[src/rtl/prox_codec_pkg.sv]
// Shared constants and helpers for the proximity frame codec.
// Assumes: CRC is processed one bit at a time, least-significant bit first.
package prox_codec_pkg;

    localparam logic [15:0] CRC_SEED = 16'h6363;
    localparam logic [15:0] CRC_POLY_REFL = 16'h8408;
    localparam logic        START_BIT_VAL = 1'b1;

    // One reflected CRC step for a single input bit.
    function automatic logic [15:0] crc_step(input logic [15:0] c, input logic b);
        logic fb;
        fb = c[0] ^ b;
        crc_step = (c >> 1) ^ (fb ? CRC_POLY_REFL : 16'h0000);
    endfunction

    // Parity bit that makes a byte plus its parity hold an odd count of ones.
    function automatic logic odd_parity(input logic [7:0] d);
        odd_parity = ~^d;
    endfunction

endpackage

[src/rtl/prox_crc16.sv]
// Bit-serial 16-bit CRC register.
// Assumes: init and step are not asserted together; init takes priority.
module prox_crc16
    import prox_codec_pkg::*;
(
    input  logic        clk,
    input  logic        rst_n,
    input  logic        init,
    input  logic        step,
    input  logic        din,
    output logic [15:0] crc
);

    // Seed on init, advance by one bit on step, otherwise hold.
    always_ff @(posedge clk) begin
        if (!rst_n) begin
            crc <= CRC_SEED;
        end else if (init) begin
            crc <= CRC_SEED;
        end else if (step) begin
            crc <= crc_step(crc, din);
        end
    end

    p_crc_hold_r4: assert property (@(posedge clk) disable iff (!rst_n)
        (!init && !step) |=> $stable(crc));

    p_crc_seed_r4: assert property (@(posedge clk) disable iff (!rst_n)
        init |=> (crc == CRC_SEED));

endmodule

[src/rtl/prox_tx_serializer.sv]
// Frame serializer: start bit, LSB-first bytes with odd parity, optional CRC
// tail, or a seven-bit short frame. One bit is consumed per bit_stb strike.
// Assumes: the buffer is not rewritten while a frame is being sent.
module prox_tx_serializer
    import prox_codec_pkg::*;
#(
    parameter int MAX_DATA = 16
) (
    input  logic          clk,
    input  logic          rst_n,
    input  logic          bit_stb,
    input  logic          wr_en,
    input  logic [$clog2(MAX_DATA+2)-1:0] wr_addr,
    input  logic [7:0]    wr_data,
    input  logic          start,
    input  logic [$clog2(MAX_DATA+3)-1:0] nbytes,
    input  logic          crc_on,
    input  logic          short_mode,
    output logic          tx_bit,
    output logic          active,
    output logic          done
);

    localparam int DEPTH = MAX_DATA + 2;
    localparam int AW    = $clog2(DEPTH);
    localparam int NW    = $clog2(DEPTH + 1);

    logic [7:0]    mem [DEPTH];
    logic          at_start;
    logic          short_q;
    logic          crc_q;
    logic [NW-1:0] len_q;
    logic [NW-1:0] total_q;
    logic [NW-1:0] byte_idx;
    logic [3:0]    bit_idx;
    logic [NW-1:0] cap;
    logic [NW-1:0] eff_len;
    logic [7:0]    cur_byte;
    logic          last_bit;
    logic          crc_step_en;
    logic [15:0]   crc_val;

    // Buffer write port; out-of-range addresses are dropped.
    always_ff @(posedge clk) begin
        if (wr_en && (int'(wr_addr) < DEPTH)) begin
            mem[wr_addr] <= wr_data;
        end
    end

    // Clamp the requested byte count to what fits in one frame.
    always_comb begin
        cap     = crc_on ? NW'(MAX_DATA) : NW'(DEPTH);
        eff_len = (nbytes == '0) ? NW'(1) : ((nbytes > cap) ? cap : nbytes);
    end

    // Select the byte on the line: data, then CRC low, then CRC high.
    always_comb begin
        if (byte_idx < len_q) begin
            cur_byte = mem[byte_idx[AW-1:0]];
        end else if (byte_idx == len_q) begin
            cur_byte = crc_val[7:0];
        end else begin
            cur_byte = crc_val[15:8];
        end
    end

    // Current line bit and end-of-frame detection.
    always_comb begin
        if (!active) begin
            tx_bit = 1'b0;
        end else if (at_start) begin
            tx_bit = START_BIT_VAL;
        end else if (bit_idx < 4'd8) begin
            tx_bit = cur_byte[bit_idx[2:0]];
        end else begin
            tx_bit = odd_parity(cur_byte);
        end
        if (at_start) begin
            last_bit = 1'b0;
        end else if (short_q) begin
            last_bit = (bit_idx == 4'd6);
        end else begin
            last_bit = (bit_idx == 4'd8) && (byte_idx == total_q - NW'(1));
        end
    end

    // CRC advances only on data bits of a normal frame.
    assign crc_step_en = active && bit_stb && !at_start && !short_q &&
                         (bit_idx < 4'd8) && (byte_idx < len_q);

    prox_crc16 u_crc (
        .clk   (clk),
        .rst_n (rst_n),
        .init  (!active && start),
        .step  (crc_step_en),
        .din   (tx_bit),
        .crc   (crc_val)
    );

    // Frame sequencer: latch settings at start, step position per strike.
    always_ff @(posedge clk) begin
        if (!rst_n) begin
            active   <= 1'b0;
            done     <= 1'b0;
            at_start <= 1'b0;
            short_q  <= 1'b0;
            crc_q    <= 1'b0;
            len_q    <= '0;
            total_q  <= '0;
            byte_idx <= '0;
            bit_idx  <= '0;
        end else begin
            done <= 1'b0;
            if (!active) begin
                if (start) begin
                    active   <= 1'b1;
                    at_start <= 1'b1;
                    short_q  <= short_mode;
                    crc_q    <= crc_on && !short_mode;
                    len_q    <= short_mode ? NW'(1) : eff_len;
                    total_q  <= short_mode ? NW'(1) :
                                (eff_len + ((crc_on) ? NW'(2) : NW'(0)));
                    byte_idx <= '0;
                    bit_idx  <= '0;
                end
            end else if (bit_stb) begin
                if (last_bit) begin
                    active <= 1'b0;
                    done   <= 1'b1;
                end else if (at_start) begin
                    at_start <= 1'b0;
                end else if (!short_q && (bit_idx == 4'd8)) begin
                    bit_idx  <= '0;
                    byte_idx <= byte_idx + NW'(1);
                end else begin
                    bit_idx <= bit_idx + 4'd1;
                end
            end
        end
    end

    p_start_bit_r2: assert property (@(posedge clk) disable iff (!rst_n)
        $rose(active) |-> (tx_bit == START_BIT_VAL));

    p_hold_no_strike_r2: assert property (@(posedge clk) disable iff (!rst_n)
        (active && !bit_stb) |=> (active && $stable(bit_idx) && $stable(byte_idx)));

    p_bit_range_r3: assert property (@(posedge clk) disable iff (!rst_n)
        active |-> (bit_idx <= 4'd8));

    p_done_pulse_r6: assert property (@(posedge clk) disable iff (!rst_n)
        done |=> !done);

    p_done_idle_r6: assert property (@(posedge clk) disable iff (!rst_n)
        done |-> !active);

    p_last_then_done_r6: assert property (@(posedge clk) disable iff (!rst_n)
        (active && bit_stb && last_bit) |=> (done && !active));

    p_len_bound_r7: assert property (@(posedge clk) disable iff (!rst_n)
        active |-> ((len_q >= NW'(1)) && (total_q <= NW'(DEPTH)) && (crc_q || total_q == len_q)));

endmodule

[src/rtl/prox_rx_deserializer.sv]
// Frame deserializer: takes one bit per accepted strike, rebuilds bytes into a
// buffer and, at end of frame, checks parity, bit count and CRC remainder.
// Assumes: end_in never coincides with an accepted bit.
module prox_rx_deserializer
    import prox_codec_pkg::*;
#(
    parameter int MAX_DATA = 16
) (
    input  logic          clk,
    input  logic          rst_n,
    input  logic          stb,
    input  logic          bit_in,
    input  logic          end_in,
    input  logic          crc_on,
    input  logic [$clog2(MAX_DATA+2)-1:0] rd_addr,
    output logic [7:0]    rd_data,
    output logic [$clog2(MAX_DATA+3)-1:0] nbytes,
    output logic          done,
    output logic          parity_err,
    output logic          crc_err,
    output logic          length_err
);

    localparam int DEPTH    = MAX_DATA + 2;
    localparam int AW       = $clog2(DEPTH);
    localparam int NW       = $clog2(DEPTH + 1);
    localparam int MAX_BITS = 1 + 9 * DEPTH;
    localparam int CW       = $clog2(MAX_BITS + 1) + 1;
    localparam int MIN_CRC_BYTES = 3;

    logic [7:0]    mem [DEPTH];
    logic [CW-1:0] cnt;
    logic [3:0]    bit_idx;
    logic [NW-1:0] byte_idx;
    logic [7:0]    sh;
    logic          par_bad;
    logic          take;
    logic          is_short;
    logic          len_ok;
    logic          crc_bad;
    logic [15:0]   crc_val;

    assign take = stb && !end_in;

    prox_crc16 u_crc (
        .clk   (clk),
        .rst_n (rst_n),
        .init  (take && (cnt == '0)),
        .step  (take && (cnt != '0) && (bit_idx < 4'd8)),
        .din   (bit_in),
        .crc   (crc_val)
    );

    // End-of-frame verdicts from the position counters and CRC remainder.
    always_comb begin
        is_short = (cnt == CW'(8));
        len_ok   = is_short ||
                   ((cnt <= CW'(MAX_BITS)) && (bit_idx == 4'd0) && (byte_idx != '0));
        crc_bad  = crc_on && !is_short && len_ok &&
                   ((byte_idx < NW'(MIN_CRC_BYTES)) || (crc_val != 16'h0000));
    end

    // Receive buffer: completed bytes, or the short frame's seven bits.
    always_ff @(posedge clk) begin
        if (end_in && is_short) begin
            mem[0] <= {1'b0, sh[7:1]};
        end else if (take && (cnt != '0) && (bit_idx == 4'd8) &&
                     (byte_idx < NW'(DEPTH))) begin
            mem[byte_idx[AW-1:0]] <= sh;
        end
    end

    // Bit framing: count bits, assemble bytes, note parity faults.
    always_ff @(posedge clk) begin
        if (!rst_n) begin
            cnt      <= '0;
            bit_idx  <= '0;
            byte_idx <= '0;
            sh       <= '0;
            par_bad  <= 1'b0;
        end else if (end_in) begin
            cnt <= '0;
        end else if (take) begin
            if (cnt != '1) begin
                cnt <= cnt + CW'(1);
            end
            if (cnt == '0) begin
                bit_idx  <= '0;
                byte_idx <= '0;
                sh       <= '0;
                par_bad  <= 1'b0;
            end else if (bit_idx < 4'd8) begin
                sh      <= {bit_in, sh[7:1]};
                bit_idx <= bit_idx + 4'd1;
            end else begin
                if (^{sh, bit_in} == 1'b0) begin
                    par_bad <= 1'b1;
                end
                if (byte_idx < NW'(DEPTH)) begin
                    byte_idx <= byte_idx + NW'(1);
                end
                bit_idx <= '0;
            end
        end
    end

    // Result registers, updated once per frame end.
    always_ff @(posedge clk) begin
        if (!rst_n) begin
            done       <= 1'b0;
            parity_err <= 1'b0;
            crc_err    <= 1'b0;
            length_err <= 1'b0;
            nbytes     <= '0;
        end else begin
            done <= end_in;
            if (end_in) begin
                parity_err <= par_bad && !is_short;
                crc_err    <= crc_bad;
                length_err <= !len_ok;
                nbytes     <= is_short ? NW'(1) : byte_idx;
            end
        end
    end

    // Combinational buffer read port.
    always_comb begin
        rd_data = (int'(rd_addr) < DEPTH) ? mem[rd_addr] : 8'h00;
    end

    p_rx_bit_range_r8: assert property (@(posedge clk) disable iff (!rst_n)
        bit_idx <= 4'd8);

    p_rx_count_bound_r8: assert property (@(posedge clk) disable iff (!rst_n)
        nbytes <= NW'(DEPTH));

    p_crc_needs_len_r11: assert property (@(posedge clk) disable iff (!rst_n)
        done |-> !(crc_err && length_err));

    p_rx_done_pulse_r12: assert property (@(posedge clk) disable iff (!rst_n)
        done |=> !done);

    p_flags_hold_r12: assert property (@(posedge clk) disable iff (!rst_n)
        !end_in |=> $stable({parity_err, crc_err, length_err, nbytes}));

endmodule

[src/rtl/prox_frame_codec.sv]
// Proximity link frame codec top: a transmit serializer and a receive
// deserializer sharing one bit-enable strike.
// Assumes: rx_end is not raised in a cycle where a bit is accepted.
module prox_frame_codec #(
    parameter int MAX_DATA = 16
) (
    input  logic        clk,
    input  logic        rst_n,
    input  logic        bit_stb,
    input  logic        tx_wr_en,
    input  logic [$clog2(MAX_DATA+2)-1:0] tx_wr_addr,
    input  logic [7:0]  tx_wr_data,
    input  logic        tx_start,
    input  logic [$clog2(MAX_DATA+3)-1:0] tx_nbytes,
    input  logic        tx_crc_on,
    input  logic        tx_short,
    output logic        tx_bit,
    output logic        tx_active,
    output logic        tx_done,
    input  logic        rx_bit,
    input  logic        rx_valid,
    input  logic        rx_end,
    input  logic        rx_crc_on,
    input  logic [$clog2(MAX_DATA+2)-1:0] rx_rd_addr,
    output logic [7:0]  rx_rd_data,
    output logic [$clog2(MAX_DATA+3)-1:0] rx_nbytes,
    output logic        rx_done,
    output logic        parity_err,
    output logic        crc_err,
    output logic        length_err
);

    prox_tx_serializer #(.MAX_DATA(MAX_DATA)) u_tx (
        .clk        (clk),
        .rst_n      (rst_n),
        .bit_stb    (bit_stb),
        .wr_en      (tx_wr_en),
        .wr_addr    (tx_wr_addr),
        .wr_data    (tx_wr_data),
        .start      (tx_start),
        .nbytes     (tx_nbytes),
        .crc_on     (tx_crc_on),
        .short_mode (tx_short),
        .tx_bit     (tx_bit),
        .active     (tx_active),
        .done       (tx_done)
    );

    prox_rx_deserializer #(.MAX_DATA(MAX_DATA)) u_rx (
        .clk        (clk),
        .rst_n      (rst_n),
        .stb        (bit_stb && rx_valid),
        .bit_in     (rx_bit),
        .end_in     (rx_end),
        .crc_on     (rx_crc_on),
        .rd_addr    (rx_rd_addr),
        .rd_data    (rx_rd_data),
        .nbytes     (rx_nbytes),
        .done       (rx_done),
        .parity_err (parity_err),
        .crc_err    (crc_err),
        .length_err (length_err)
    );

endmodule

[config.mk]
export PLATFORM = sky130hd
export DESIGN_NAME = prox_frame_codec
export DESIGN_NICKNAME = d
export VERILOG_FILES = /design/src/rtl/prox_codec_pkg.sv /design/src/rtl/prox_crc16.sv /design/src/rtl/prox_tx_serializer.sv /design/src/rtl/prox_rx_deserializer.sv /design/src/rtl/prox_frame_codec.sv
export SDC_FILE = /design/constraint.sdc
export NUM_CORES = 1
export LEC_CHECK = 0
export CORE_ASPECT_RATIO = 0.6
export CORE_UTILIZATION = 45
export CTS_CLUSTER_SIZE = 8
export DETAILED_ROUTE_END_ITERATION = 10
export GPL_TIMING_DRIVEN = 0
export PLACE_DENSITY = 0.64
export SLEW_MARGIN = 10
export SYNTH_ARGS = -nofsm -noshare
export SYNTH_HDL_FRONTEND = slang
export SYNTH_SLANG_ARGS = --single-unit
[constraint.sdc]
create_clock -name clk -period 8.21 [get_ports clk]
set_input_delay 1.2315 -clock clk [delete_from_list [all_inputs] [get_ports clk]]
set_output_delay 1.2315 -clock clk [all_outputs]
set_load 0.1 [all_outputs]
Word-level counts from Yosys, hierarchy flattened
Memory sizes are Yosys's and may differ from the RTL's. A register that Yosys moved wholly into a read port is not among the register bits.
Cells that the tools add are included.

word-level totals
  memories kept = 2
  input bits = 34
  flip-flop bits (word level) = 91
  output and inout port bits = 20
  RAM bits = 288
  word-level logic and storage cells = 177

memory list
  name      depth  bits a word  read ports  clocked after memory_dff  write ports  RTL line                    text
  u_rx.mem  18     8            1           0                         1            prox_rx_deserializer.sv:31  logic [7:0] mem [DEPTH];
  u_tx.mem  18     8            1           1                         1            prox_tx_serializer.sv:28    logic [7:0] mem [DEPTH];

cells by class
  bitwise logic cells = 7
  magnitude comparators = 10
  reduce and logical (&&, ||, !) cells = 56
  equality and inequality tests = 13
  $add $sub $neg = 7
  mux-type cells = 62

operators with widths
  operator               count
  $mux W5                17
  $mux W8                6
  $mux W16               2
  $mux W4                8
  $xor A15 B16 Y16       2
  $mux W1                26
  $logic_and A1 B1 Y1    23
  $reduce_bool A16 Y1    1
  $lt A5 B5 Y1 const B   3
  $reduce_and A4 Y1      3
  $add A5 B1 Y5 const B  2
  $eq A5 B5 Y1           2
  $add A9 B1 Y9 const B  1
  $eq A9 B4 Y1 const B   1
  $le A9 B8 Y1 const B   1
  $logic_not A9 Y1       1
  $ne A9 B9 Y1 const B   1
  $reduce_and A3 Y1      3
  $reduce_bool A9 Y1     1
  $reduce_xor A9 Y1      1
  $add A4 B1 Y4 const B  2
  $eq A4 B4 Y1 const B   2
  $lt A4 B4 Y1 const B   2
  $ne A2 B2 Y1 const B   4
  other kinds (23)       40

Logic depth before layout (Yosys ltp)
Gate-level depths: netlist of the first run.

  depth after elaboration = 11
  gate-level depth with buffers = 14
  depth with buffers taken out = 13

By module
A second synthesis of the first run with hierarchy kept.

unflattened totals
  cells, all modules = 1122
  area, all modules = 16377.0 um^2

by module, submodules not included
  module                seq. area each (um^2)  area each (um^2)  instances  cells each
  prox_rx_deserializer  5044.8                 7703.6            1          534
  prox_tx_serializer    4864.7                 7398.3            1          469
  prox_crc16            320.3                  634.4             2          59
  prox_frame_codec      0.0                    6.3               1          1

Worst setup path before layout of the first run
OpenSTA, ideal clock, no wires.

  kind = input to output
  start point = input rx_rd_addr[0]
  end point = output rx_rd_data[2]
  stages on the path = 7
  data required time = 6.978 ns
  arrival = 4.075 ns
  slack = 2.904 ns
  path buffers = 4
  path through = clkbuf_1 -> buf_2 -> clkbuf_1 -> buf_1 -> mux2i_1 -> o21ai_0 -> o31a_1

on the way
  word-level cells in the longest chain between the ends = 2
  elaborated cells between the ends (all ways) = 3

ends and longest elaborated chain
  item                                                   RTL line                     text
  start: declaration                                     prox_frame_codec.sv:24       input logic [$clog2(MAX_DATA+2)-1:0] rx_rd_addr,
  $mem_v2 Z18 W8 / $lt A5 B5 Y1 (equally long branches)  --
  $mux W8 (*)                                            prox_rx_deserializer.sv:128  rd_data = (int'(rd_addr) < DEPTH) ? mem[rd_addr] : 8'h00;
  end: declaration                                       prox_frame_codec.sv:25       output logic [7:0] rx_rd_data,

Every way passes the cells marked *; elsewhere a longest branch is shown, timed or not.

==> flow_metrics.tcl, run 1 <==
set metrics [dict create \
    status "completed" \
    p_per_area_nw_per_um2 235.1 \
    globalRouteOverflowTotal 0 \
    area_growth_pct 16.47 \
    dp_hpwl_um 26740 \
    worst_path_most_repeated_cell "mux2i_1" \
    initial_utilization 0.4585 \
    seq_area_frac_synth 0.6548 \
    ff2ff_setup_slack_ns 4.15 \
    synth-seq-cells 383 \
    hold_viol 0 \
    drt_iter0_markers 943 \
    viasPerCell 5.602 \
    dieArea_um2 36590 \
    critPathRequiredTime_ns 6.98 \
    htree_levels 2 \
    critPathBufInv 3 \
    syn-num-nets 1217 \
    cts-root-buf "clkbuf_16" \
    fin_cells 1777 \
    cp_slowest_cell "clkdlybuf4s50_1" \
    antenna_found_initial 1 \
    p_switching_w 0.001001 \
    core_area_um2 35150 \
    slowest_delay_ns 1.22 \
    fin_setup_tns_ns 0 \
    cp-start-kind "register" \
    path_cells "buf_2 -> buf_1 -> mux4_2 -> mux2i_1 -> o21ai_0 -> mux2i_1 -> xnor2_2 -> xnor3_1 -> nand2b_1 -> a21oi_1 -> clkdlybuf4s50_1" \
    ctsHoldBuffers 0 \
    grt_start_max_net_pins 19 \
    criticalPathCategory "register to output port" \
    die_y_um 148.6 \
    syn_inst 1164 \
    wl_per_cell_um 21.46 \
    firstDrtPassIters 5 \
    ys.flop_type "edfxtp_1" \
    hold_path_depth 2 \
    pwr-share-seq 0.475 \
    ctsResizeCount 0 \
    synthArstFlopShare 0 \
    combPwrFrac 0.066 \
    cp_data_arrival_time_ns 5.52 \
    end_kind "output port" \
    switching_share 0.2269 \
    dp_cells 1679 \
    avgSynthCellArea_um2 13.84 \
    place.gp.congestion 0.8328 \
    grt_pass1_vias 9497 \
    die_w_um 246.3 \
    final-setup-viol-count 0 \
    clock_latency_ns 0.58 \
    tritoncts "done" \
    maxCapViolCount 0 \
    synth_edf_count 288 \
    clk_path_buf_depth 3 \
    grt_pass1_wl_um 57660 \
    post-route-period-util 0.8225 \
    drv_slew 0 \
    fmax_ghz 0.1481 \
    max-vdd-ir-drop_uv 152.6 \
    p_leak_nw 6.178 \
    rr_worst_depth 11 \
    drive_gt1_frac 0.1070 \
    finClkSkew_ns 0.01452 \
    crit_family "buffers and inverters" \
    internal_power_w 0.003410 \
    max_slew_margin 0.2061 \
    worst_pin_slew_ns 1.182 \
    drtAntennaViolNets 0 \
    clock-sinks 383 \
    postCtsSetupRepairBufs 0 \
    clock_power_share 0.459 \
    io_pins 54 \
    path_clk_slew_ns 0.05 \
    drc 0 \
    period_minus_slack_ns 6.753 \
    grt.total_usage 0.2114 \
    ys.warnings.count 0 \
    drt-total-wl_um 38130 \
    synth_cell_types 61 \
    rsz0062_at_grt "false" \
    synthesis.area_um2 16110 \
    port_buffers 48 \
    vias 9955 \
    path_depth 11 \
    numCtsBuffers 53 \
    row_count 53 \
    worstPathMaxFanout 10 \
    finalNetCount 1320 \
    worst_hold_path_type "register to register" \
]
[cell usage in the layout (no fill, tap or decap), types with 44 or more instances in the layout]
cell / count
nand2_1: 111
nor2_1: 76
clkbuf_1: 79
nand3_1: 46
mux2i_1: 93
clkbuf_16: 53
edfxtp_1: 288
dfxtp_1: 95
clkdlybuf4s50_1: 48
a21oi_1: 44
[kinds of logic (layout without fill, tap and decap cells)]
logic type / after synthesis / in the layout / share of synthesized area
AND/OR/NAND/NOR: 340 / 340 / 0.09986
adder cells (fa/ha/maj): 19 / 19 / 0.01475
flip-flops: 383 / 383 / 0.6548
other: 0 / 2 / 0
AO/OA/AOI/OAI: 151 / 151 / 0.05987
XOR/XNOR: 35 / 35 / 0.02120
buffers and inverters: 85 / 229 / 0.02500
multiplexers: 151 / 151 / 0.1246
[routing by layer]
metal  up-vias  GRT usage  part of all wire  routed length, um
met5         -          0                 0                  0
met4         0    0.05401             0.017                666
met3        57    0.05359             0.089               3404
met2       323     0.2652              0.38              14550
met1      4985     0.3514              0.51              19520
li1       4590          -                 -                  -
[Yosys cell counts (all sizes together) (2+ instances only)]
cell type	instances	area (um2)
or2	3	18.77
xnor3	2	45.04
and2	9	56.30
nor2	76	285.3
nor3	15	75.07
clkbuf	40	151.4
nand4	11	68.82
or4	2	15.01
nand3b	2	15.01
nor2b	26	162.7
xor2	17	148.9
nand2b	12	75.07
ha	19	237.7
mux2	20	225.2
nand2	111	416.7
o21ai	31	155.1
edfxtp	288	8648
and3	8	55.05
a22oi	27	202.7
a21oi	44	220.2
nor3b	3	22.52
o31a	5	43.79
a21o	3	22.52
mux2i	94	944.7
inv	25	93.84
dfxtp	95	1902
xnor2	16	147.7
or3	5	31.28
mux4	37	837.1
o31ai	4	30.03
a31oi	3	18.77
o22ai	8	50.05
a211oi	3	22.52
nor4	7	43.79
a221oi	2	17.52
buf	20	157.6
o211ai	4	30.03
a22o	10	87.58
nand3	46	230.2
[power by group through the flow]
stage | sequential [W] | combinational [W] | clock, W
after floorplan | 0.00214 | 0.000192 | 0
after global placement | 0.00213 | 0.000286 | 0
after CTS | 0.00209 | 0.000290 | 0.00205
final | 0.00209 | 0.000291 | 0.00203
after global routing | 0.00209 | 0.000310 | 0.00214
after detailed placement | 0.00213 | 0.000288 | 0
[worst reg2reg max path, delay by kind of cell (launching register included)]
kind                   cells  cell delay [ns]
buffers and inverters      2             0.89
AO/OA/AOI/OAI              1             0.22
flip-flops                 1             0.30
multiplexers               3             1.21
XOR/XNOR                   2             0.56
AND/OR/NAND/NOR            3             0.82
[area by class of cell]
cell class,count,area (um2)
fillers,2903,16380
flip-flops and latches,383,10550
multi-input cells,696,5201
clock buffers,93,1476
well taps,467,584.3
repair buffers,48,480.5
plain buffers,60,309.0
inverters,25,93.84
clock inverters,3,66.31
diodes,2,5.005
[registers in the layout, summed over array words and instances, names as in the netlist, named ones only]
signal	flops
u_rx.mem	144
u_tx.mem	144
u_rx.u_crc.crc	16
u_tx.u_crc.crc	16
u_rx.cnt	9
u_rx.sh	8
u_rx.byte_idx	5
u_rx.nbytes	5
u_tx.byte_idx	5
u_tx.total_q	5
u_rx.bit_idx	4
u_tx.bit_idx	4
u_tx.len_q	4
u_rx.crc_err	1
u_rx.done	1
u_rx.length_err	1
u_rx.par_bad	1
u_rx.parity_err	1
u_tx.active	1
u_tx.at_start	1
u_tx.done	1
u_tx.short_q	1
[worst paths after layout]
check,startpoint,end
hold / removal,u_rx.nbytes[0],u_rx.nbytes[0]
setup reg to reg,register,u_tx.u_crc.crc[10]
hold reg to reg,u_rx.nbytes[0],u_rx.nbytes[0]
setup / recovery,register,tx_bit
[metrics by stage]
| stage | hold slack [ns] | util | worst slack [ns] | power, W | cell area [um2] |
|---|---|---|---|---|---|
| finish | 0.4375 | 0.5340 | 1.457 | 0.004411 | 18770 |
| global route | 0.4684 | 0.5339 | 1.368 | 0.004540 | 18760 |
| CTS | 0.4415 | 0.5332 | 1.547 | 0.004435 | 18740 |
| detailed placement | 0.4344 | 0.4893 | 1.651 | 0.002420 | 17200 |
| global placement | 0.4395 | 0.4888 | 1.675 | 0.002418 | 17180 |
| floorplan | 0.4377 | - | 2.904 | 0.002328 | 16110 |
Power figures use the tool's default switching activity.
==> inputs of run 2 (changes only) <==
==> constraint.sdc (replaced) <==
create_clock -name clk -period 6.8 [get_ports clk]
set_input_delay 1.02 -clock clk [delete_from_list [all_inputs] [get_ports clk]]
set_output_delay 1.02 -clock clk [all_outputs]
set_load 0.1 [all_outputs]
==> results of run 2 <==
Same layout as run 1 (identical final DEF). Status: completed.
Main changes from that run: setup slack after placement 1.651 ns -> 0.6642 ns; setup slack after layout 1.457 ns -> 0.2588 ns; register-to-register setup slack 4.15 ns -> 2.74 ns; total power 0.004411 W -> 0.005326 W; worst IR drop on VDD 152.6 uV -> 184.3 uV
